==> config.mk <==
export PLATFORM = sky130hd
export DESIGN_NAME = pipe3_core
export DESIGN_NICKNAME = d
export VERILOG_FILES = /design/src/rtl/pipe3_pkg.sv /design/src/rtl/pipe3_decode.sv /design/src/rtl/pipe3_regfile.sv /design/src/rtl/pipe3_exec.sv /design/src/rtl/pipe3_core.sv
export SDC_FILE = /design/constraint.sdc
export NUM_CORES = 2
export LEC_CHECK = 0
export BUFFER_PORTS_ARGS = -buffer_cell sky130_fd_sc_hd__buf_2
export CORE_MARGIN = 1.5
export CORE_UTILIZATION = 60
export CTS_CLUSTER_SIZE = 40
export DETAILED_ROUTE_END_ITERATION = 12
export GPL_TIMING_DRIVEN = 0
export PLACE_DENSITY_LB_ADDON = 0.12
export SLEW_MARGIN = 20
export SYNTH_ARGS = -nofsm -noshare
export SYNTH_HDL_FRONTEND = slang
export SYNTH_SLANG_ARGS = --single-unit
==> constraint.sdc <==
create_clock -name clk -period 6.85 [get_ports clk]
set_input_delay 1.0275 -clock clk [delete_from_list [all_inputs] [get_ports clk]]
set_output_delay 1.0275 -clock clk [all_outputs]
set_load 0.005 [all_outputs]
==> src/rtl/pipe3_pkg.sv <==
package pipe3_pkg;

    localparam int DW   = 16;
    localparam int IW   = 16;
    localparam int NREG = 8;
    localparam int RAW  = $clog2(NREG);

    typedef enum logic [3:0] {
        OP_NOP  = 4'd0,
        OP_ADD  = 4'd1,
        OP_SUB  = 4'd2,
        OP_AND  = 4'd3,
        OP_OR   = 4'd4,
        OP_XOR  = 4'd5,
        OP_MOVI = 4'd6,
        OP_ADDI = 4'd7,
        OP_CMP  = 4'd8,
        OP_LDB  = 4'd9,
        OP_BR   = 4'd10,
        OP_HALT = 4'd15
    } op_e;

    typedef enum logic [2:0] {
        C_AL = 3'd0,
        C_EQ = 3'd1,
        C_NE = 3'd2,
        C_GT = 3'd3,
        C_LT = 3'd4,
        C_GE = 3'd5,
        C_LE = 3'd6,
        C_NV = 3'd7
    } cond_e;

    typedef struct packed {
        logic z;
        logic n;
        logic c;
        logic v;
    } flags_t;

    typedef struct packed {
        op_e             op;
        cond_e           cond;
        logic [RAW-1:0]  rd;
        logic [RAW-1:0]  rs;
        logic [RAW-1:0]  rt;
        logic [DW-1:0]   imm;
        logic            wr;
    } dec_t;

    function automatic logic cond_ok(cond_e c, flags_t f);
        case (c)
            C_AL:    return 1'b1;
            C_EQ:    return f.z;
            C_NE:    return !f.z;
            C_GT:    return !f.z && (f.n == f.v);
            C_LT:    return f.n != f.v;
            C_GE:    return f.n == f.v;
            C_LE:    return f.z || (f.n != f.v);
            default: return 1'b0;
        endcase
    endfunction

endpackage

==> src/rtl/pipe3_decode.sv <==
module pipe3_decode
    import pipe3_pkg::*;
(
    input  logic [IW-1:0] instr,
    output dec_t          dec
);
    always_comb begin
        dec.op   = OP_NOP;
        dec.cond = cond_e'(instr[11:9]);
        dec.rd   = instr[8:6];
        dec.rs   = instr[5:3];
        dec.rt   = instr[2:0];
        dec.imm  = '0;
        dec.wr   = 1'b0;
        case (instr[15:12])
            4'd1, 4'd2, 4'd3, 4'd4, 4'd5: begin
                dec.op = op_e'(instr[15:12]);
                dec.wr = 1'b1;
            end
            4'd6: begin
                dec.op  = OP_MOVI;
                dec.wr  = 1'b1;
                dec.imm = {{(DW-6){instr[5]}}, instr[5:0]};
            end
            4'd7: begin
                dec.op  = OP_ADDI;
                dec.wr  = 1'b1;
                dec.rs  = instr[8:6];
                dec.imm = {{(DW-6){instr[5]}}, instr[5:0]};
            end
            4'd8: dec.op = OP_CMP;
            4'd9: begin
                dec.op  = OP_LDB;
                dec.wr  = 1'b1;
                dec.imm = {{(DW-3){1'b0}}, instr[2:0]};
            end
            4'd10: begin
                dec.op  = OP_BR;
                dec.imm = {{(DW-9){instr[8]}}, instr[8:0]};
            end
            4'd15: dec.op = OP_HALT;
            default: dec.op = OP_NOP;
        endcase
    end
endmodule

==> src/rtl/pipe3_regfile.sv <==
module pipe3_regfile
    import pipe3_pkg::*;
(
    input  logic           clk,
    input  logic           rst,
    input  logic           we,
    input  logic [RAW-1:0] waddr,
    input  logic [DW-1:0]  wdata,
    input  logic [RAW-1:0] ra_addr,
    input  logic [RAW-1:0] rb_addr,
    input  logic [RAW-1:0] rc_addr,
    output logic [DW-1:0]  ra,
    output logic [DW-1:0]  rb,
    output logic [DW-1:0]  rc
);
    logic [DW-1:0] regs [NREG];

    always_ff @(posedge clk) begin
        if (rst) begin
            for (int i = 0; i < NREG; i++) regs[i] <= '0;
        end else if (we) begin
            regs[waddr] <= wdata;
        end
    end

    assign ra = regs[ra_addr];
    assign rb = regs[rb_addr];
    assign rc = regs[rc_addr];
endmodule

==> src/rtl/pipe3_exec.sv <==
module pipe3_exec
    import pipe3_pkg::*;
#(
    parameter int PAW  = 6,
    parameter int DMAW = 4
) (
    input  logic            valid,
    input  logic            halted,
    input  op_e             op,
    input  cond_e           cond,
    input  logic            wr,
    input  logic [DW-1:0]   imm,
    input  logic [DW-1:0]   a,
    input  logic [DW-1:0]   b,
    input  logic [PAW-1:0]  pc,
    input  flags_t          flags_q,
    input  logic [7:0]      dm_rdata,
    output logic [DMAW-1:0] dm_raddr,
    output logic [DW-1:0]   result,
    output logic            wr_en,
    output logic            flag_we,
    output flags_t          flags_new,
    output logic            taken,
    output logic [PAW-1:0]  target,
    output logic            halt
);
    logic          pass;
    logic [DW:0]   diff;

    always_comb begin
        pass = valid && !halted && cond_ok(cond, flags_q);
        diff = {1'b0, a} - {1'b0, b};
        case (op)
            OP_ADD:  result = a + b;
            OP_SUB:  result = a - b;
            OP_AND:  result = a & b;
            OP_OR:   result = a | b;
            OP_XOR:  result = a ^ b;
            OP_MOVI: result = imm;
            OP_ADDI: result = a + imm;
            OP_LDB:  result = {{(DW-8){1'b0}}, dm_rdata};
            default: result = '0;
        endcase
        flags_new.z = (diff[DW-1:0] == '0);
        flags_new.n = diff[DW-1];
        flags_new.c = !diff[DW];
        flags_new.v = (a[DW-1] != b[DW-1]) && (diff[DW-1] != a[DW-1]);
        wr_en   = pass && wr;
        flag_we = pass && (op == OP_CMP);
        taken   = pass && (op == OP_BR);
        halt    = pass && (op == OP_HALT);
    end

    assign dm_raddr = DMAW'(a) + DMAW'(imm);
    assign target   = pc + PAW'(imm);
endmodule

==> src/rtl/pipe3_core.sv <==
module pipe3_core
    import pipe3_pkg::*;
#(
    parameter int IM_DEPTH = 64,
    parameter int DM_DEPTH = 16,
    localparam int PAW  = $clog2(IM_DEPTH),
    localparam int DMAW = $clog2(DM_DEPTH)
) (
    input  logic            clk,
    input  logic            rst,
    input  logic            imem_we,
    input  logic [PAW-1:0]  imem_addr,
    input  logic [IW-1:0]   imem_wdata,
    input  logic            dmem_we,
    input  logic [DMAW-1:0] dmem_addr,
    input  logic [7:0]      dmem_wdata,
    input  logic [RAW-1:0]  dbg_sel,
    output logic [DW-1:0]   dbg_data,
    output logic [PAW-1:0]  pc,
    output logic            done
);
    logic [IW-1:0] imem [IM_DEPTH];
    logic [7:0]    dmem [DM_DEPTH];

    logic [PAW-1:0] pc_q;
    logic           ifid_valid;
    logic [IW-1:0]  ifid_instr;
    logic [PAW-1:0] ifid_pc;

    logic           idex_valid;
    logic [PAW-1:0] idex_pc;
    op_e            idex_op;
    cond_e          idex_cond;
    logic [RAW-1:0] idex_rd;
    logic           idex_wr;
    logic [DW-1:0]  idex_imm;
    logic [DW-1:0]  idex_a;
    logic [DW-1:0]  idex_b;

    flags_t         flags_q;
    logic           done_q;

    dec_t           id_dec;
    logic [DW-1:0]  rf_a, rf_b, id_a, id_b;

    logic [DMAW-1:0] ex_dm_addr;
    logic [DW-1:0]   ex_result;
    logic            ex_wr_en, ex_flag_we, ex_taken, ex_halt;
    flags_t          ex_flags;
    logic [PAW-1:0]  ex_target;
    logic            flush;

    always_ff @(posedge clk) begin
        if (imem_we) imem[imem_addr] <= imem_wdata;
        if (dmem_we) dmem[dmem_addr] <= dmem_wdata;
    end

    pipe3_decode u_dec (
        .instr (ifid_instr),
        .dec   (id_dec)
    );

    pipe3_regfile u_rf (
        .clk     (clk),
        .rst     (rst),
        .we      (ex_wr_en),
        .waddr   (idex_rd),
        .wdata   (ex_result),
        .ra_addr (id_dec.rs),
        .rb_addr (id_dec.rt),
        .rc_addr (dbg_sel),
        .ra      (rf_a),
        .rb      (rf_b),
        .rc      (dbg_data)
    );

    // execute-to-decode bypass: the value written this cycle replaces the stale read
    assign id_a = (ex_wr_en && idex_rd == id_dec.rs) ? ex_result : rf_a;
    assign id_b = (ex_wr_en && idex_rd == id_dec.rt) ? ex_result : rf_b;

    pipe3_exec #(.PAW(PAW), .DMAW(DMAW)) u_ex (
        .valid     (idex_valid),
        .halted    (done_q),
        .op        (idex_op),
        .cond      (idex_cond),
        .wr        (idex_wr),
        .imm       (idex_imm),
        .a         (idex_a),
        .b         (idex_b),
        .pc        (idex_pc),
        .flags_q   (flags_q),
        .dm_rdata  (dmem[ex_dm_addr]),
        .dm_raddr  (ex_dm_addr),
        .result    (ex_result),
        .wr_en     (ex_wr_en),
        .flag_we   (ex_flag_we),
        .flags_new (ex_flags),
        .taken     (ex_taken),
        .target    (ex_target),
        .halt      (ex_halt)
    );

    assign flush = ex_taken || ex_halt || done_q;

    always_ff @(posedge clk) begin
        if (rst) begin
            pc_q       <= '0;
            ifid_valid <= 1'b0;
            ifid_instr <= '0;
            ifid_pc    <= '0;
            idex_valid <= 1'b0;
            idex_pc    <= '0;
            idex_op    <= OP_NOP;
            idex_cond  <= C_AL;
            idex_rd    <= '0;
            idex_wr    <= 1'b0;
            idex_imm   <= '0;
            idex_a     <= '0;
            idex_b     <= '0;
            flags_q    <= '0;
            done_q     <= 1'b0;
        end else begin
            ifid_valid <= !flush;
            ifid_instr <= imem[pc_q];
            ifid_pc    <= pc_q;
            idex_valid <= ifid_valid && !flush;
            idex_pc    <= ifid_pc;
            idex_op    <= id_dec.op;
            idex_cond  <= id_dec.cond;
            idex_rd    <= id_dec.rd;
            idex_wr    <= id_dec.wr;
            idex_imm   <= id_dec.imm;
            idex_a     <= id_a;
            idex_b     <= id_b;
            if (ex_taken)
                pc_q <= ex_target;
            else if (!(ex_halt || done_q))
                pc_q <= pc_q + PAW'(1);
            if (ex_flag_we) flags_q <= ex_flags;
            if (ex_halt) done_q <= 1'b1;
        end
    end

    assign pc   = pc_q;
    assign done = done_q;
endmodule

==> reports/summary.txt <==
Status: complete, no violations
Die ar.: 98,400 um^2
Post-synthesis cell area: 57,900 um^2
Initial antenna violation count: 6
Setup Fix Bufs, Post-CTS: 0
CTS Root Cell: clkbuf_16
Max-cap viol count: 0
Minimum clock period: 5180 ps
Share of cells above drive strength 1: 0.252
Placed insts: 4,504
Yosys top cell by area: edfxtp_1
Syn Nets: 3,242
# clock sinks: 1,372
Final net count: 3,500
Worst slew pin tran: 1170 ps
CP dominant cell by count: o21ai_0
Syn Area/Cell: 18.5 um^2
Placer Congestion: 0.904
Clock Pin Slew Worst Setup and Hold Paths: 60 ps
Quantity of I/O buffers inserted on ports: 55
Critical path class: reg2reg
Pwr Density: 287 nW/um^2
Drt drc: 0
Total chip power: 18.6 mW
Syn-to-layout area delta: 12.3%
Worst Setup End Kind: flip-flop
Most area-consuming cells after synthesis: edfxtp_1 66%, mux4_2 17%, dfxtp_1 3.2%
Clk Latency, worst-skew pair: 750 ps
Rows: 113
Leak Pwr: 20.7 nW
DRT antenna net count: 0
CTS tree: built
Yosys reg bits: 1,372
Initial core utilization: 0.608
Final Max Slew Viols: 0
Unrepaired setup endpoints after global routing: false
Slowest stage cell, crit path: clkbuf_1
Max frequency: 0.193 GHz
Clk_skew: 31.9 ps
H-tree levels: 4
Top-count cell post-synth: edfxtp_1
Crit-path cells: and2b_1 -> nand3_1 -> clkbuf_1 -> o21ai_0 -> fa_1 -> a211oi_1 -> o211ai_1 -> a41oi_1 -> o21ai_0 -> a21oi_1 -> xnor2_1 -> a221oi_4 -> a221oi_1
Delay-heaviest family, CP: compound AO/OA/AOI/OAI gates
Iter 0 DRT Violations: 3,889
DR vias/cell: 6.67
Bufs and invs on worst path: 1
Boundary Pins: 64
TritonCTS buffer count: 139
CP peak stage delay: 590 ps
Post_cts resized: 0
Post-synthesis sequential area ratio: 0.696
Most frequent cells after synthesis: 1,280 x edfxtp_1, 432 x mux4_2, 253 x nor2_1
Hold Startpoint: ifid_pc[3]
# fillers: 6,142
Relative slew margins: 0.221
Core Region: 95,300 um^2
Routed vias: 31,700
Post-Syn Instances: 3,122
Post-synth EDFFs: 1,280
Cts hold-fix bufs: 0
Final non-filler cell total: 4,751
Area after DPL: 60,800 um^2
Fin. Hold Viols: 0
DR WL/cell: 31.6 um
CTS max path bufs: 3
Period utilization: 0.756
Yosys warns: 0
WL final: 150 mm
Gr usage total: 0.312
Setup tns final: 0 ps
Die Wd: 314 um
Dpl hpwl: 101 mm
Element type at the critical path start: flip-flop
Maximum fanout along the worst path: 10
R2R Path Start: idex_op[3]
Yosys top cell area share: 0.664
Main synth FF type: edfxtp_1
Worst EP required: 7390 ps
Drt first pass iters: 6
Number of global-route vias before repair: 32,000
Maximum number of pins on one net before global-route repair: 65
Final instance area: 65,000 um^2
Post-synth ARST share: 0
WP data arrival: 5710 ps
Global-route wire length before repair: 219 mm
Final setup violation count: 0
Critical Path Source: idex_op[3]
Max VDD drop: 0.251 mV
Yosys cell types: 71
HP Class: reg2reg
Total gr overflow: 0
Die H: 314 um
[cell type report]
| cell class | instances | area [um^2] | area share |
|---|---|---|---|
| multi-input cells | 1511 | 16900 | 0.260 |
| repair buffers | 117 | 1080 | 0.0166 |
| plain buffers | 185 | 734 | 0.0113 |
| well taps | 1265 | 1580 | 0.0243 |
| diodes | 2 | 5.00 | 0.0000769 |
| inverters | 54 | 203 | 0.00312 |
| flip-flops and latches | 1372 | 40300 | 0.619 |
| clock inverters | 60 | 434 | 0.00668 |
| clock buffers | 185 | 3820 | 0.0587 |
[stage by stage]
step,setup WS [ps],utilization,hold WS (ps)
global placement,1710,0.627,420
finish,1670,0.683,439
detailed placement,1710,0.638,425
floorplan,3180,-,406
CTS,1710,0.682,438
global route,1460,0.682,450
[sequential cells by signal, summed over array words and instances (netlist names)]
name / cells
ifid_valid: 1
idex_wr: 1
flags_q: 3
dmem: 128
idex_b: 16
idex_pc: 6
idex_valid: 1
idex_a: 16
idex_imm: 9
ifid_instr: 16
idex_cond: 3
pc: 6
idex_op: 4
idex_rd: 3
u_rf.regs: 128
imem: 1024
ifid_pc: 6
done: 1
[worst reg2reg max path: stages, from the launching register on]
cell	delay (ps)
dfxtp_1	410
and2b_1	250
nand3_1	410
clkbuf_1	590
o21ai_0	280
fa_1	470
a211oi_1	370
o211ai_1	210
a41oi_1	500
o21ai_0	250
a21oi_1	230
xnor2_1	120
a221oi_4	580
a221oi_1	300
[power by group]
part           switching (mW)  internal [mW]
clock network            3.10           4.10
registers              0.0860           9.28
logic                    1.28          0.796
[per-layer routing]
layer / track usage / wire length (um) / up-vias
met5: 0 / 83 / -
met4: 0.114 / 6010 / 12
met3: 0.0612 / 12700 / 307
met2: 0.507 / 74500 / 1636
met1: 0.426 / 57000 / 16600
li1: - / - / 13200
[cell families after synthesis]
| family | after synthesis | share of synthesized area |
|---|---|---|
| buffers and inverters | 239 | 0.0161 |
| flip-flops | 1372 | 0.696 |
| multiplexers | 491 | 0.179 |
| AO/OA/AOI/OAI | 298 | 0.0366 |
| adder cells (fa/ha/maj) | 79 | 0.0176 |
| XOR/XNOR | 43 | 0.00651 |
| AND/OR/NAND/NOR | 600 | 0.0485 |
[cell usage in the layout, fill, tap and decap left out, drive strengths merged, types with 10 or more instances in the layout]
cell and count:
buf 164, a311oi 13, a31oi 25, o211ai 10
nor2 253, mux4 432, and2 47, nor2b 46
inv 58, a211oi 75, xor2 13, nor3 14
mux2 26, mux2i 33, nand3b 14, nand2 132
clkbuf 323, dfxtp 92, clkinv 51, a221oi 11
nand2b 19, ha 75, nand3 22, o21ai 51
or3 20, edfxtp 1280, a21oi 59, xnor2 30
[path summary, 6_finish.rpt]
check	end	slack, ps	cells past startpoint
hold / removal	idex_pc[3]	440	1
setup / recovery	idex_a[14]	1670	13
hold reg to reg	idex_pc[3]	440	1
setup reg to reg	idex_a[14]	1670	13
(Power assumes the default switching activity.)
